$ cat config.mk
export PLATFORM = sky130hd
export DESIGN_NAME = spi_queue_master
export DESIGN_NICKNAME = d
export VERILOG_FILES = /design/src/rtl/spi_queue_master.sv
export SDC_FILE = /design/constraint.sdc
export NUM_CORES = 1
export LEC_CHECK = 0
export ABC_AREA = 1
export BUFFER_PORTS_ARGS = -buffer_cell sky130_fd_sc_hd__clkbuf_2
export CORE_MARGIN = 10
export CORE_UTILIZATION = 45
export CTS_BUF_LIST = sky130_fd_sc_hd__clkbuf_4 sky130_fd_sc_hd__clkbuf_8
export DETAILED_ROUTE_END_ITERATION = 16
export GPL_TIMING_DRIVEN = 0
export HOLD_SLACK_MARGIN = 0.02
export PLACE_DENSITY = 0.64
export SETUP_SLACK_MARGIN = 0.3
export SYNTH_ARGS = -nofsm -noshare
export SYNTH_HDL_FRONTEND = slang
export SYNTH_SLANG_ARGS = --single-unit
$ cat constraint.sdc
create_clock -name clk -period 6.6 [get_ports clk]
set_input_delay 0.66 -clock clk [delete_from_list [all_inputs] [get_ports clk]]
set_output_delay 0.66 -clock clk [all_outputs]
set_load 0.005 [all_outputs]
$ cat src/rtl/spi_queue_master.sv
module spi_queue_master #(
  parameter int DEPTH = 8,
  parameter int WMAX  = 16,
  parameter int NCS   = 4,
  parameter int DIVW  = 8,
  parameter int GAPW  = 8
) (
  input  logic                       clk,
  input  logic                       rst_n,
  input  logic                       q_we,
  input  logic [$clog2(DEPTH)-1:0]   q_widx,
  input  logic [WMAX-1:0]            q_wtx,
  input  logic [$clog2(NCS)-1:0]     q_wsel,
  input  logic [$clog2(WMAX)-1:0]    q_wlen,
  input  logic [GAPW-1:0]            q_wgap,
  input  logic [$clog2(DEPTH)-1:0]   rd_idx,
  output logic [WMAX-1:0]            rd_rx,
  input  logic                       cfg_cpol,
  input  logic                       cfg_cpha,
  input  logic [DIVW-1:0]            cfg_half,
  input  logic                       cfg_wrap,
  input  logic [$clog2(DEPTH)-1:0]   cfg_last,
  input  logic                       start,
  input  logic                       stop,
  output logic                       sclk,
  output logic                       mosi,
  input  logic                       miso,
  output logic [NCS-1:0]             ss_n,
  output logic                       busy,
  output logic                       done
);
  localparam int IW = $clog2(DEPTH);
  localparam int LW = $clog2(WMAX);
  localparam int CW = $clog2(NCS);
  localparam int EW = LW + 2;
  localparam logic [LW-1:0] LMAX = LW'(WMAX - 1);

  typedef enum logic [1:0] {S_IDLE, S_XFER, S_TAIL, S_GAP} st_t;
  st_t state;

  logic [WMAX-1:0] tx_mem  [DEPTH];
  logic [WMAX-1:0] rx_mem  [DEPTH];
  logic [CW-1:0]   sel_mem [DEPTH];
  logic [LW-1:0]   len_mem [DEPTH];
  logic [GAPW-1:0] gap_mem [DEPTH];

  logic [IW-1:0]   ptr, last_q;
  logic [CW-1:0]   cur_sel;
  logic [LW-1:0]   cur_len;
  logic [GAPW-1:0] cur_gap, gcnt;
  logic [DIVW-1:0] half_q, timer;
  logic [EW-1:0]   ecnt;
  logic [WMAX-1:0] sh, rx_sh;
  logic            cpol_q, cpha_q, wrap_q, stop_req, sclk_r, done_r;

  logic            framing, tick, samp, finish, load_en;
  logic [EW-1:0]   e_nx, last_e;
  logic [IW-1:0]   load_idx;

  assign framing  = (state == S_XFER) || (state == S_TAIL);
  assign tick     = (timer == half_q);
  assign e_nx     = ecnt + EW'(1);
  assign samp     = e_nx[0] ^ cpha_q;
  assign last_e   = (EW'(cur_len) + EW'(1)) << 1;
  assign finish   = stop_req || ((ptr == last_q) && !wrap_q);
  assign load_en  = ((state == S_IDLE) && start) ||
                    ((state == S_GAP) && (gcnt == '0) && !finish);
  assign load_idx = ((state == S_IDLE) || (ptr == last_q)) ? '0 : ptr + IW'(1);

  assign sclk  = sclk_r;
  assign mosi  = framing ? sh[WMAX-1] : 1'b0;
  assign ss_n  = framing ? ~(NCS'(1) << cur_sel) : '1;
  assign busy  = (state != S_IDLE);
  assign done  = done_r;
  assign rd_rx = rx_mem[rd_idx];

  always_ff @(posedge clk or negedge rst_n) begin
    if (!rst_n) begin
      state    <= S_IDLE;
      ptr      <= '0;
      last_q   <= '0;
      cur_sel  <= '0;
      cur_len  <= '0;
      cur_gap  <= '0;
      gcnt     <= '0;
      half_q   <= '0;
      timer    <= '0;
      ecnt     <= '0;
      sh       <= '0;
      rx_sh    <= '0;
      cpol_q   <= 1'b0;
      cpha_q   <= 1'b0;
      wrap_q   <= 1'b0;
      stop_req <= 1'b0;
      sclk_r   <= 1'b0;
      done_r   <= 1'b0;
      for (int i = 0; i < DEPTH; i++) begin
        tx_mem[i]  <= '0;
        rx_mem[i]  <= '0;
        sel_mem[i] <= '0;
        len_mem[i] <= '0;
        gap_mem[i] <= '0;
      end
    end else begin
      if (q_we) begin
        tx_mem[q_widx]  <= q_wtx;
        sel_mem[q_widx] <= q_wsel;
        len_mem[q_widx] <= q_wlen;
        gap_mem[q_widx] <= q_wgap;
      end

      if (busy && stop) stop_req <= 1'b1;

      if (load_en) begin
        ptr     <= load_idx;
        cur_sel <= sel_mem[load_idx];
        cur_len <= len_mem[load_idx];
        cur_gap <= gap_mem[load_idx];
        sh      <= tx_mem[load_idx] << (LMAX - len_mem[load_idx]);
        rx_sh   <= '0;
        ecnt    <= '0;
        timer   <= '0;
        state   <= S_XFER;
      end

      case (state)
        S_IDLE: begin
          sclk_r <= cfg_cpol;
          if (start) begin
            cpol_q   <= cfg_cpol;
            cpha_q   <= cfg_cpha;
            half_q   <= cfg_half;
            wrap_q   <= cfg_wrap;
            last_q   <= cfg_last;
            stop_req <= 1'b0;
            done_r   <= 1'b0;
          end
        end
        S_XFER: begin
          if (tick) begin
            timer  <= '0;
            sclk_r <= ~sclk_r;
            ecnt   <= e_nx;
            if (samp) rx_sh <= {rx_sh[WMAX-2:0], miso};
            else if (ecnt != '0) sh <= {sh[WMAX-2:0], 1'b0};
            if (e_nx == last_e) state <= S_TAIL;
          end else begin
            timer <= timer + DIVW'(1);
          end
        end
        S_TAIL: begin
          if (tick) begin
            rx_mem[ptr] <= rx_sh;
            timer       <= '0;
            gcnt        <= cur_gap;
            state       <= S_GAP;
          end else begin
            timer <= timer + DIVW'(1);
          end
        end
        S_GAP: begin
          if (gcnt != '0) begin
            gcnt <= gcnt - GAPW'(1);
          end else if (finish) begin
            state  <= S_IDLE;
            done_r <= 1'b1;
          end
        end
        default: state <= S_IDLE;
      endcase
    end
  end

  // one select at most, and it holds for a whole frame
  p_one_sel_r1: assert property (@(posedge clk) disable iff (!rst_n)
    $onehot0(~ss_n));
  p_sel_hold_r1: assert property (@(posedge clk) disable iff (!rst_n)
    (state == S_XFER) |=> $stable(ss_n));
  // between frames the clock rests at the latched polarity
  p_gap_level_r2: assert property (@(posedge clk) disable iff (!rst_n)
    (state == S_GAP) |-> (sclk == cpol_q && ss_n == '1));
  // the clock only moves when the half-period timer expires
  p_half_r5: assert property (@(posedge clk) disable iff (!rst_n)
    (state == S_XFER && timer != half_q) |=> $stable(sclk));
  // completion flag is sticky and exclusive with busy
  p_done_hold_r7: assert property (@(posedge clk) disable iff (!rst_n)
    (done && !start) |=> done);
  p_busy_done_r7: assert property (@(posedge clk) disable iff (!rst_n)
    busy |-> !done);
  // looping mode keeps running past the last slot
  p_wrap_go_r8: assert property (@(posedge clk) disable iff (!rst_n)
    (state == S_GAP && gcnt == '0 && wrap_q && !stop_req && !stop) |=> busy);
endmodule

==> flow_metrics.tcl <==
set metrics [dict create \
    async_flop_share_pct 100.0 \
    pwr-share-seq_pct 30.7 \
    dp_slack_ns 3.355 \
    ir_drop_mv 0.2462 \
    fmax_ghz 0.2726 \
    core.rowCount 80 \
    clockBufferDepth 3 \
    drt_iter0_drc 2086 \
    synth_top_area_share_pct 52.36 \
    routedWlPerCell_um 20.27 \
    cts-buffers-inserted 79 \
    drv_slew 0 \
    power_frac_comb_pct 45.4 \
    antenna_found_initial 0 \
    whs_ns 0.2233 \
    synthCells 2686 \
    dp_hpwl_um 48740 \
    yosysMostFrequentCell "nand2_1" \
    cts_sinks 457 \
    die_x_um 240.3 \
    die-area_sq_mm 0.05775 \
    cts_htree_levels 3 \
    internal_power_mw 6.481 \
    crit_fanout 10 \
    hold_buffers 1 \
    cts-resized-gates 0 \
    ys_ff_latch 457 \
    grt_usage_pct 24.86 \
    yosysTopAreaCell "dfrtp_1" \
    finClkSkew_ns 0.04058 \
    cts_tree "done" \
    fin_util_pct 51.89 \
    tightest_slew_ns 0.8897 \
    path_clk_slew_ns 0.06 \
    start_util_pct 45.65 \
    layout_min_cycle_time_ns 3.668 \
    cp-start-kind "flop" \
    hold_viol 0 \
    post-route-drc-count 0 \
    portBuffers 79 \
    synth-seq-area-share_pct 52.36 \
    diodes 0 \
    required_ns 5.94 \
    multi_input_area_sq_mm 0.008822 \
    cap_viol_max_count 0 \
    finalWirelength_um 71430 \
    ios 80 \
    fp.dieH_um 240.3 \
    first_pass_iters 9 \
    synth_commonest_cells "nand2_1, o21ai_0, dfrtp_1" \
    ant_nets 0 \
    via_per_inst 5.634 \
    cts-root-buf "clkbuf_8" \
    fillCellCount 4578 \
    fin_nets 2919 \
    power.density_mw_per_mm2 466.7 \
    grt_max_degree 114 \
    synth_nets 2754 \
    regArea_sq_mm 0.01144 \
    gp_congestion 0.9209 \
    endpoint_kind "output pin" \
    synth_area_sq_mm 0.02184 \
    fin_ws_ns 2.932 \
    slew_headroom_pct 40.69 \
    p_switching_mw 5.106 \
    grt_pass1_vias 19250 \
    grt_pass1_wl_um 110700 \
    cellLeakagePower_nw 11.74 \
    syn_to_final_growth_pct 13.66 \
    hold_class "in -> reg" \
    finalCritPeriodShare_pct 55.58 \
    drive_gt1_share_pct 11.42 \
    grt_overflow 0 \
    syn_avg_cell_area_sq_um 8.131 \
    post-cts-setup-buffers 0 \
    rsz0062_at_grt "no" \
    placed_cells 3384 \
    path_class "reg -> out" \
    setup_viol 0 \
    yosys_warnings 0 \
    synth.distinct_cells 43 \
    cp.arrival_ns 3.01 \
    vias 19850 \
    synth_area_leaders "dfrtp_1, o21ai_0, nand2_1" \
    sw_frac_of_total_pct 44.07 \
    outcome "finished, final reports clean" \
    clkPwrFrac_pct 23.9 \
    synth-main-ff-cell "dfrtp_1" \
    synth_edf_count 0 \
    core-area_sq_mm 0.04785 \
    power_mw 11.59 \
    clk_latency_ns 0.67 \
    final_cells 3523 \
]
[routing by layer]
metal / vias up / GRT usage (%) / routed length [um]
li1: 9201 / - / -
met1: 9595 / 32.59 / 29740
met2: 884 / 38.35 / 32540
met3: 168 / 6.755 / 6497
met4: 0 / 10.12 / 2651
met5: - / 0 / 0
[metrics by stage]
stage          TNS [ns]  cell area [sq um]
2_1_floorplan         0              21840
3_5_place_dp          0              23120
6_report              0              24830
4_1_cts               0              24830
5_1_grt               0              24830
3_3_place_gp   -2436.02              23010
[area by class of cell]
class | instances | area share [%]
inverters | 213 | 3.231
plain buffers | 166 | 3.145
well taps | 615 | 3.100
flip-flops and latches | 457 | 46.07
clock buffers | 128 | 6.466
repair buffers | 84 | 2.112
clock inverters | 10 | 0.3427
multi-input cells | 1850 | 35.54
[placed cells by master, fill, tap and decap left out, types with 2 or more instances in the layout]
| master | instances |
|---|---|
| o211ai_1 | 20 |
| nand2_2 | 9 |
| buf_4 | 4 |
| buf_2 | 24 |
| nand3_4 | 4 |
| a22oi_1 | 5 |
| inv_1 | 205 |
| nand3_2 | 3 |
| or2_2 | 22 |
| nor2_2 | 2 |
| xor2_1 | 15 |
| nor3_1 | 5 |
| xnor2_1 | 8 |
| a21oi_1 | 31 |
| nand2_4 | 3 |
| clkbuf_2 | 78 |
| o22ai_1 | 31 |
| inv_6 | 2 |
| dfrtp_1 | 457 |
| inv_2 | 6 |
| nand4_1 | 55 |
| nand2_1 | 616 |
| mux2_2 | 12 |
| o21ai_0 | 517 |
| buf_16 | 4 |
| nor2_1 | 247 |
| clkbuf_1 | 118 |
| clkbuf_8 | 104 |
| clkbuf_4 | 25 |
| a31oi_1 | 26 |
| o21ai_1 | 8 |
| ha_1 | 12 |
| clkinv_2 | 6 |
| buf_1 | 5 |
| buf_6 | 15 |
| nand3_1 | 188 |
[registers in the layout, summed over array words and instances, names as in the netlist, 2 cells and up]
name,count
rx_mem,128
tx_mem,128
gap_mem,64
len_mem,32
rx_sh,16
sel_mem,16
sh,16
cur_gap,8
gcnt,8
half_q,8
timer,8
ecnt,6
cur_len,4
last_q,3
ptr,3
cur_sel,2
state,2
[kinds of logic after synthesis]
family	count (synthesis)	share of synthesized area, %
muxes	12	0.6187
adders and majority gates	12	0.6874
AOI/OAI and AO/OA	646	15.62
DFF	457	52.36
and+or+nand+nor	1156	22.47
xor gates and xnor gates	24	0.9968
buffers and inverters	379	7.247
[power groups by stage]
stage / Sequential [mW] / Combinational, mW / Clock, mW
floorplan: 3.51 / 3.49 / 0
global placement: 3.58 / 5.07 / 0
detailed placement: 3.59 / 5.13 / 0
CTS: 3.55 / 5.15 / 2.79
global route: 3.61 / 5.76 / 2.93
finish: 3.56 / 5.26 / 2.77
[path summary, 6_finish.rpt]
check | startpoint | to | slack [ns] | depth (start not counted)
max | state[0]$_DFF_PN0_ | busy | 2.93 | 6
max reg2reg | state[0]$_DFF_PN0_ | cur_gap[7]$_DFFE_PN0P_ | 3.18 | 11
min in group asynchronous | rst_n | half_q[6]$_DFFE_PN0P_ | 0.58 | 2
min | q_wgap[5] | gap_mem[5]$_DFFE_PN0P_ | 0.22 | 3
min reg2reg | rx_mem[102]$_DFFE_PN0P_ | rx_mem[102]$_DFFE_PN0P_ | 0.48 | 2
max in group asynchronous | rst_n | tx_mem[72]$_DFFE_PN0P_ | 4.18 | 5
[critical path: stages, from the launching register on]
cell      delay (ns)
dfrtp_1         0.41
inv_1           0.10
ha_1            0.29
inv_2           0.27
buf_2           0.33
buf_1           0.71
clkbuf_2        0.24
No activity file was read; power rests on OpenSTA's default activity.
